$ cat config.mk
export PLATFORM = sky130hd
export DESIGN_NAME = fx_mac
export DESIGN_NICKNAME = d
export VERILOG_FILES = /design/src/rtl/fxmac_pkg.sv /design/src/rtl/fxmac_mult.sv /design/src/rtl/fxmac_accum.sv /design/src/rtl/fxmac_round_sat.sv /design/src/rtl/fx_mac.sv
export SDC_FILE = /design/constraint.sdc
export NUM_CORES = 2
export LEC_CHECK = 0
export ABC_AREA = 0
export BUFFER_PORTS_ARGS = -buffer_cell sky130_fd_sc_hd__buf_2
export CAP_MARGIN = 0
export CELL_PAD_IN_SITES_DETAIL_PLACEMENT = 1
export CELL_PAD_IN_SITES_GLOBAL_PLACEMENT = 1
export CORE_MARGIN = 8
export CORE_UTILIZATION = 50
export CTS_CLUSTER_SIZE = 12
export DETAILED_ROUTE_END_ITERATION = 12
export HOLD_SLACK_MARGIN = 0.05
export PLACE_DENSITY = 0.85
export SYNTH_ARGS = -nofsm -noshare
export SYNTH_HDL_FRONTEND = slang
export SYNTH_SLANG_ARGS = --single-unit
$ cat constraint.sdc
create_clock -name clk -period 15.4 [get_ports clk]
set_clock_uncertainty 0.1 [all_clocks]
set_input_delay 3.08 -clock clk [delete_from_list [all_inputs] [get_ports clk]]
set_output_delay 3.08 -clock clk [all_outputs]
set_load 0.05 [all_outputs]
$ cat src/rtl/fxmac_pkg.sv
package fxmac_pkg;
   typedef enum logic [1:0] {
      RND_TRUNC   = 2'b00,
      RND_HALF_UP = 2'b01,
      RND_CONV    = 2'b10,
      RND_SPARE   = 2'b11
   } rnd_mode_e;
endpackage

$ cat src/rtl/fxmac_mult.sv
module fxmac_mult #(
   parameter int DATA_W = 24,
   localparam int PROD_W = 2 * DATA_W
) (
   input  logic [DATA_W-1:0] mul_a,
   input  logic [DATA_W-1:0] mul_b,
   output logic [PROD_W-1:0] mul_p
);
   // full-width signed product, no bits discarded
   assign mul_p = PROD_W'($signed(mul_a) * $signed(mul_b));
endmodule

$ cat src/rtl/fxmac_accum.sv
module fxmac_accum #(
   parameter int PROD_W = 48,
   parameter int ACC_W  = 56,
   localparam int EXT_W = ACC_W - PROD_W
) (
   input  logic              clk,
   input  logic              rst_n,
   input  logic              take,
   input  logic              restart,
   input  logic [PROD_W-1:0] prod,
   output logic [ACC_W-1:0]  sum_q
);
   logic [ACC_W-1:0] prod_ext;

   if (EXT_W < 1) begin : g_bad_guard
      $error("fxmac_accum: sum must be wider than the product");
   end

   assign prod_ext = {{EXT_W{prod[PROD_W-1]}}, prod};

   always_ff @(posedge clk) begin
      if (!rst_n)
         sum_q <= '0;
      else if (take)
         sum_q <= restart ? prod_ext : sum_q + prod_ext;
   end

   a_r2_restart_loads_product: assert property (@(posedge clk) disable iff (!rst_n)
      take && restart |=> sum_q == $past(prod_ext));
   a_r3_adds_product: assert property (@(posedge clk) disable iff (!rst_n)
      take && !restart |=> sum_q == ACC_W'($past(sum_q) + $past(prod_ext)));
   a_r4_idle_holds: assert property (@(posedge clk) disable iff (!rst_n)
      !take |=> $stable(sum_q));
endmodule

$ cat src/rtl/fxmac_round_sat.sv
module fxmac_round_sat
   import fxmac_pkg::*;
#(
   parameter int ACC_W  = 56,
   parameter int DATA_W = 24,
   localparam int DROP  = DATA_W - 1,
   localparam int Q_W   = ACC_W - DROP + 1
) (
   input  logic [ACC_W-1:0]  sum_in,
   input  rnd_mode_e         mode,
   output logic [DATA_W-1:0] word,
   output logic              clamped
);
   logic          half_bit;
   logic          below_nz;
   logic          bump;
   logic [Q_W-1:0] kept;
   logic [Q_W-1:0] rounded;
   logic          fits;

   // bits below the half position exist only when more than one bit is dropped
   if (DROP >= 2) begin : g_below
      assign below_nz = |sum_in[DROP-2:0];
   end else begin : g_no_below
      assign below_nz = 1'b0;
   end

   assign half_bit = sum_in[DROP-1];
   assign kept     = {sum_in[ACC_W-1], sum_in[ACC_W-1:DROP]};

   always_comb begin
      unique case (mode)
         RND_HALF_UP: bump = half_bit;
         RND_CONV:    bump = half_bit & (below_nz | sum_in[DROP]);
         default:     bump = 1'b0;
      endcase
   end

   assign rounded = kept + {{(Q_W-1){1'b0}}, bump};
   assign fits    = (&rounded[Q_W-1:DATA_W-1]) | ~(|rounded[Q_W-1:DATA_W-1]);
   assign clamped = ~fits;
   assign word    = fits ? rounded[DATA_W-1:0]
                  : (rounded[Q_W-1] ? {1'b1, {(DATA_W-1){1'b0}}}
                                    : {1'b0, {(DATA_W-1){1'b1}}});
endmodule

$ cat src/rtl/fx_mac.sv
module fx_mac
   import fxmac_pkg::*;
#(
   parameter int DATA_W  = 24,
   parameter int GUARD_W = 8,
   localparam int PROD_W = 2 * DATA_W,
   localparam int ACC_W  = PROD_W + GUARD_W
) (
   input  logic              clk,
   input  logic              rst_n,
   input  logic              in_valid,
   input  logic              clr_load,
   input  logic [DATA_W-1:0] op_a,
   input  logic [DATA_W-1:0] op_b,
   input  logic [1:0]        rnd_mode,
   input  logic              store,
   output logic [ACC_W-1:0]  acc_out,
   output logic [DATA_W-1:0] res_out,
   output logic              ovf_flag
);
   if (DATA_W < 2) begin : g_bad_width
      $error("fx_mac: DATA_W must be at least 2");
   end
   if (GUARD_W < 1) begin : g_bad_guard
      $error("fx_mac: GUARD_W must be at least 1");
   end

   logic [PROD_W-1:0] prod_w;
   logic [DATA_W-1:0] word_w;
   logic              clamp_w;
   logic              restart_w;

   assign restart_w = in_valid & clr_load;

   fxmac_mult #(.DATA_W(DATA_W)) u_mult (
      .mul_a (op_a),
      .mul_b (op_b),
      .mul_p (prod_w)
   );

   fxmac_accum #(.PROD_W(PROD_W), .ACC_W(ACC_W)) u_accum (
      .clk     (clk),
      .rst_n   (rst_n),
      .take    (in_valid),
      .restart (clr_load),
      .prod    (prod_w),
      .sum_q   (acc_out)
   );

   fxmac_round_sat #(.ACC_W(ACC_W), .DATA_W(DATA_W)) u_rsat (
      .sum_in  (acc_out),
      .mode    (rnd_mode_e'(rnd_mode)),
      .word    (word_w),
      .clamped (clamp_w)
   );

   always_ff @(posedge clk) begin
      if (!rst_n) begin
         res_out  <= '0;
         ovf_flag <= 1'b0;
      end else begin
         if (store) res_out <= word_w;
         ovf_flag <= (ovf_flag & ~restart_w) | (store & clamp_w);
      end
   end

   a_r5_word_holds: assert property (@(posedge clk) disable iff (!rst_n)
      !store |=> $stable(res_out));
   a_r9_clamp_is_extreme: assert property (@(posedge clk) disable iff (!rst_n)
      store && clamp_w |=> (res_out == {1'b0, {(DATA_W-1){1'b1}}}) ||
                           (res_out == {1'b1, {(DATA_W-1){1'b0}}}));
   a_r10_flag_sticky: assert property (@(posedge clk) disable iff (!rst_n)
      ovf_flag && !restart_w |=> ovf_flag);
   a_r10_flag_clears: assert property (@(posedge clk) disable iff (!rst_n)
      restart_w && !store |=> !ovf_flag);
endmodule

# Word-level counts from Yosys, hierarchy flattened
# Cells that the tools add are included.
[op_classes]
n_bitwise = 10
n_mul = 1
n_mux = 4
addsub = 2
eq_ne = 2
reduce_logical = 3
[op_table]
columns = ["cell", "count"]
rows = [
  ["adder 56 bit", 1],
  ["two-way mux 56 bit", 1],
  ["multiplier 24 x 24 -> 48 bit", 1],
  ["two-way mux 24 bit", 2],
  ["adder 33 x 2 -> 34 bit", 1],
  ["OR reduction 22 bit", 1],
  ["AND reduction 11 bit", 1],
  ["OR reduction 11 bit", 1],
  ["AND 1 bit", 4],
  ["inverter 1 bit", 3],
  ["OR 1 bit", 3],
  ["== test 2 x 1 -> 1 bit, second input constant", 1],
  ["== test 2 bit, second input constant", 1],
  ["case mux 1 bit (2 select lines)", 1],
]
[word_totals]
output_inout_bits = 81
register_bits = 81

# Depth between registers and ports, before layout
[logic_depth]
word_depth = 11
ltp_mapped = 38
ltp_nobuf = 35

# Hierarchy
# Synthesis repeated with hierarchy kept, for this count alone.
[hier_totals]
hier_cells = 3322
hier_area_um2 = 29005.3
[modules_own_cells]
columns = ["mod", "area_per_inst_um2", "seq_area_each_um2", "cells_per_inst", "n_inst"]
rows = [
  ["fxmac_mult", 21216.6, 0.0, 2303, 1],
  ["fxmac_accum", 5572.8, 1121.1, 768, 1],
  ["fxmac_round_sat", 1252.5, 0.0, 170, 1],
  ["fx_mac", 963.4, 500.5, 81, 1],
]

# Worst setup path before layout
# No wires, ideal clock.
[synth_timing]
path_type = "input port to flip-flop"
startpoint = "in op_a[23]"
endpoint = "reg u_accum.sum_q[55]"
arrival_time_ns = 11.524
setup_time_ns = 0.120
path_stages = 30
required_ns = 15.180
path_slack_ns = 3.656
cell_sequence = "clkbuf_1 nand2_1 inv_1 fa_1 fa_1 inv_1 fa_1 inv_1 fa_1 fa_1 fa_1 fa_1 ha_1 a21o_1 a2111oi_0 o22ai_1 o21ai_2 o211ai_2 xnor2_2 ha_1 a21oi_1 o21bai_1 a21oi_1 nor2_1 o21ai_0 a21oi_1 or3_1 o211ai_1 o41ai_1 o31a_1"
[synth_via]
elab_chain_cells = 3
[synth_rtl]
columns = ["item", "line_no", "text"]
rows = [
  ["start, declared", "fx_mac.sv:13", "input logic [DATA_W-1:0] op_a,"],
  ["multiplier 24 x 24 -> 48 bit (*)", "fxmac_mult.sv:10", "assign mul_p = PROD_W'($signed(mul_a) * $signed(mul_b));"],
  ["adder 56 bit", "fxmac_accum.sv:25", "sum_q <= restart ? prod_ext : sum_q + prod_ext;"],
  ["two-way mux 56 bit (*)", "fxmac_accum.sv:25", ""],
  ["end signal, assigned", "fxmac_accum.sv:25", ""],
  ["end, declared", "fxmac_accum.sv:11", "output logic [ACC_W-1:0] sum_q"],
]
# Every way passes the cells marked *; elsewhere a longest branch is shown, timed or not.
# A chain may end at the register's enable or synchronous reset.

# Final worst setup path
[layout_timing]
startpoint = "in op_b[0]"
endpoint = "reg u_accum.sum_q[55]"
[layout_via]
elab_chain_cells = 3
[layout_rtl]
columns = ["item", "line_no", "text"]
rows = [
  ["start, declared", "fx_mac.sv:14", "input logic [DATA_W-1:0] op_b,"],
  ["multiplier 24 x 24 -> 48 bit (*)", "fxmac_mult.sv:10", ""],
  ["adder 56 bit", "fxmac_accum.sv:25", ""],
  ["two-way mux 56 bit (*)", "fxmac_accum.sv:25", ""],
]
# Marked as above.

==> run_summary.xml <==
<?xml version="1.0" encoding="UTF-8"?>
<metrics>
  <group name="run_status">
    <metric name="outcome" unit="">completed</metric>
  </group>
  <group name="floorplanning">
    <metric name="initial_utilization" unit="%">50.63</metric>
    <metric name="floorplan.core_area" unit="µm²">56390</metric>
    <metric name="die_area" unit="µm²">64990</metric>
    <metric name="core.rowCount" unit="">87</metric>
    <metric name="ioPinCount" unit="">136</metric>
    <metric name="die_width" unit="µm">254.9</metric>
    <metric name="die-height" unit="µm">254.9</metric>
  </group>
  <group name="global_routing">
    <metric name="pin_count_of_the_biggest_net_entering_global_routing" unit="">89</metric>
    <metric name="grt_pass1_vias" unit="">27940</metric>
    <metric name="grt_antenna_before_repair" unit="">0</metric>
    <metric name="grt_first_pass_wirelength" unit="µm">148300</metric>
    <metric name="grt_remaining_overflow" unit="">0</metric>
    <metric name="grt_usage" unit="%">28.97</metric>
  </group>
  <group name="sta">
    <metric name="timing.max_slew.rel_slack" unit="%">29.82</metric>
    <metric name="finalSetupTns" unit="ns">0</metric>
    <metric name="worst_margin_slew" unit="ns">1.043</metric>
    <metric name="period_minus_slack" unit="ns">13.34</metric>
    <metric name="final_hold_viol_count" unit="">0</metric>
    <metric name="timing.final.crit_share" unit="%">86.64</metric>
    <metric name="report.final.setup_viol" unit="">0</metric>
    <metric name="fmax" unit="MHz">74.94</metric>
    <metric name="finalMaxSlewViolations" unit="">0</metric>
    <metric name="grt_setup_unrepaired" unit="">no</metric>
  </group>
  <group name="clock_network">
    <metric name="cts_made_buffers" unit="">9</metric>
    <metric name="cts_hold_repair.buffers" unit="">0</metric>
    <metric name="clk_pin_slew_worst_paths" unit="ns">0.07</metric>
    <metric name="clock_latency_at_the_later_pin_of_the_worst_skew_pair" unit="ns">0.37</metric>
    <metric name="cts_htree_levels" unit="">3</metric>
    <metric name="clock-root-buffer" unit="">sky130_fd_sc_hd__clkbuf_16</metric>
    <metric name="post_cts.repair.setup_buffers" unit="">0</metric>
    <metric name="clock_path_buffers" unit="">2</metric>
    <metric name="ctsResizeCount" unit="">0</metric>
    <metric name="tritoncts" unit="">built</metric>
    <metric name="clock_sinks" unit="">81</metric>
  </group>
  <group name="place">
    <metric name="detailed_place_hpwl" unit="µm">76230</metric>
    <metric name="place.port_buffers" unit="">135</metric>
    <metric name="routabilityCongestion" unit="">0.9337</metric>
  </group>
  <group name="logic_synthesis">
    <metric name="flops_latches_synth" unit="">81</metric>
    <metric name="number_of_synthesized_flops_with_an_enable_pin" unit="">0</metric>
    <metric name="synth_area" unit="µm²">28550</metric>
    <metric name="primary_flip_flop_cell_chosen_by_synthesis_mapping" unit="">sky130_fd_sc_hd__dfxtp_1</metric>
    <metric name="synth.top_cells.by_area" unit="">sky130_fd_sc_hd__fa_1 43%, sky130_fd_sc_hd__ha_1 8.7%, sky130_fd_sc_hd__inv_1 8.2%</metric>
    <metric name="ys.warnings.count" unit="">0</metric>
    <metric name="postSynthNetCount" unit="">4137</metric>
    <metric name="yosysMostFrequentCell" unit="">sky130_fd_sc_hd__inv_1</metric>
    <metric name="synth-seq-area-share" unit="%">5.680</metric>
    <metric name="synth.top_cells.by_count" unit="">626 x sky130_fd_sc_hd__inv_1, 608 x sky130_fd_sc_hd__fa_1, 390 x sky130_fd_sc_hd__nand2_1, 278 x sky130_fd_sc_hd__and2_1, 199 x sky130_fd_sc_hd__ha_1</metric>
    <metric name="synth.lib_cells_used.distinct" unit="">84</metric>
    <metric name="synthCells" unit="">3275</metric>
    <metric name="synthArstFlopShare" unit="%">0</metric>
    <metric name="postSynthAreaPerCell" unit="µm²">8.716</metric>
    <metric name="synthDominantCellAreaShare" unit="%">42.64</metric>
    <metric name="netlist.top_cell.by_area" unit="">sky130_fd_sc_hd__fa_1</metric>
  </group>
  <group name="cells_and_area">
    <metric name="share_of_final_layout_standard_cells_stronger_than_drive_strength_1" unit="%">6.195</metric>
    <metric name="layout.nets" unit="">4134</metric>
    <metric name="insertedDiodeCount" unit="">0</metric>
    <metric name="areaGrowthSynthToFinish" unit="%">4.690</metric>
    <metric name="layout.filler_cells" unit="">6800</metric>
  </group>
  <group name="detailed_routing">
    <metric name="routed_wirelength" unit="µm">91750</metric>
    <metric name="viasPerCell" unit="">5.882</metric>
    <metric name="route.detailed.drc" unit="">0</metric>
    <metric name="route.detailed.wl_per_inst" unit="µm">22.75</metric>
    <metric name="routed-via-count" unit="">23720</metric>
    <metric name="drt_first_iter_violations" unit="">1317</metric>
    <metric name="firstDrtPassIters" unit="">5</metric>
    <metric name="antenna_left" unit="">0</metric>
  </group>
  <group name="hold_path">
    <metric name="min_path_type" unit="">flop to flop</metric>
  </group>
  <group name="setup_path">
    <metric name="crit_path_top_delay_cell" unit="">sky130_fd_sc_hd__fa_1</metric>
    <metric name="worst-path-max-fanout" unit="">24</metric>
    <metric name="crit_path_start_kind" unit="">primary input</metric>
    <metric name="setup.worst_path.end_class" unit="">flop</metric>
    <metric name="worst_path_largest_cell_delay" unit="ns">0.78</metric>
    <metric name="timing.setup.critical_path_class" unit="">primary input to flop</metric>
    <metric name="critical_path_required" unit="ns">15.56</metric>
    <metric name="worst_path_most_repeated_cell" unit="">sky130_fd_sc_hd__fa_1</metric>
    <metric name="crit_path_arrival_time" unit="ns">13.50</metric>
  </group>
  <group name="job">
    <metric name="timing.max_cap.violations" unit="">0</metric>
  </group>
</metrics>
-- logic make-up (layout without fill, tap and decap cells) --
group / after synthesis / after routing / synth area share [%]
muxes: 15 / 15 / 0.5435
DFF: 81 / 81 / 5.680
and+or+nand+nor: 998 / 998 / 17.16
AOI/OAI and AO/OA: 465 / 465 / 10.88
xor gates and xnor gates: 127 / 127 / 3.923
buffers and inverters: 782 / 784 / 10.45
adders and majority gates: 807 / 807 / 51.36
-- path summary, 6_finish.rpt --
kind                                       start                 to  depth (start not counted)  slack, ns
worst max-delay path                     op_b[0]  u_accum.sum_q[55]                         30       2.06
worst min-delay path                  res_out[0]         res_out[0]                          2       0.38
worst max register to register  u_accum.sum_q[1]         res_out[5]                         16      10.80
worst min register to register        res_out[0]         res_out[0]                          2       0.38
-- final cells by class --
cell class | count | area [µm²] | area share [%]
tap | 756 | 945.9 | 3.165
multi-input combinational | 2412 | 23940 | 80.11
clock buffer | 10 | 239.0 | 0.7997
clock inverter | 6 | 66.31 | 0.2219
timing repair buffer | 140 | 713.2 | 2.386
inverter | 628 | 2357 | 7.888
sequential | 81 | 1622 | 5.426
-- flip-flops by register name, summed over array words and instances, names as in the netlist --
signal and flops:
u_accum.sum_q 56, ovf_flag 1, res_out 24
-- through the flow --
stage	instances	hold WS, ns	utilization [%]	instance area [µm²]	worst slack (ns)
3_5_place_dp	4017	0.3723	52.46	29580	1.785
5_1_grt	4033	0.4048	53.00	29880	1.552
6_report	4033	0.3809	53.00	29880	2.057
2_1_floorplan	3275	0.6031	-	28550	3.656
4_1_cts	4033	0.3836	53.00	29880	2.161
3_3_place_gp	4017	0.3645	52.46	29580	2.559
-- layout by cell type (no fill, tap or decap), types with 10 or more instances in the layout --
cell / instances
sky130_fd_sc_hd__buf_2: 135
sky130_fd_sc_hd__nor3_1: 26
sky130_fd_sc_hd__a211oi_1: 21
sky130_fd_sc_hd__o21ai_0: 90
sky130_fd_sc_hd__a21o_1: 33
sky130_fd_sc_hd__nand4_1: 27
sky130_fd_sc_hd__a21oi_1: 139
sky130_fd_sc_hd__mux2i_1: 14
sky130_fd_sc_hd__nor2_1: 161
sky130_fd_sc_hd__o31ai_1: 10
sky130_fd_sc_hd__nand2_1: 390
sky130_fd_sc_hd__nand3_1: 33
sky130_fd_sc_hd__fa_1: 608
sky130_fd_sc_hd__o211ai_1: 14
sky130_fd_sc_hd__xnor2_1: 80
sky130_fd_sc_hd__o21bai_1: 19
sky130_fd_sc_hd__ha_1: 199
sky130_fd_sc_hd__nand2b_1: 12
sky130_fd_sc_hd__o221a_2: 22
sky130_fd_sc_hd__o21a_1: 23
sky130_fd_sc_hd__a31oi_1: 14
sky130_fd_sc_hd__xor2_1: 46
sky130_fd_sc_hd__and3_1: 14
sky130_fd_sc_hd__dfxtp_1: 81
sky130_fd_sc_hd__inv_1: 626
sky130_fd_sc_hd__and2_1: 278
sky130_fd_sc_hd__nor4_1: 11
-- worst max-delay path: cells and delay by family --
family | cells | cell delay [ns]
AOI/OAI and AO/OA | 13 | 2.96
xor gates and xnor gates | 1 | 0.74
adders and majority gates | 9 | 4.80
buffers and inverters | 4 | 1.22
and+or+nand+nor | 3 | 0.66
-- routing by layer --
| layer | global-route usage [%] | part of all wire (%) | vias up |
|---|---|---|---|
| li1 | - | - | 10190 |
| met1 | 32.23 | 36 | 12360 |
| met2 | 53.37 | 53 | 812 |
| met3 | 3.787 | 4.8 | 364 |
| met4 | 15.60 | 6.0 | 0 |
| met5 | 0 | 0 | - |
Power is left out: the tool's default activity adds up to more than one toggle a clock period on the data nets, which glitch-free logic cannot reach.
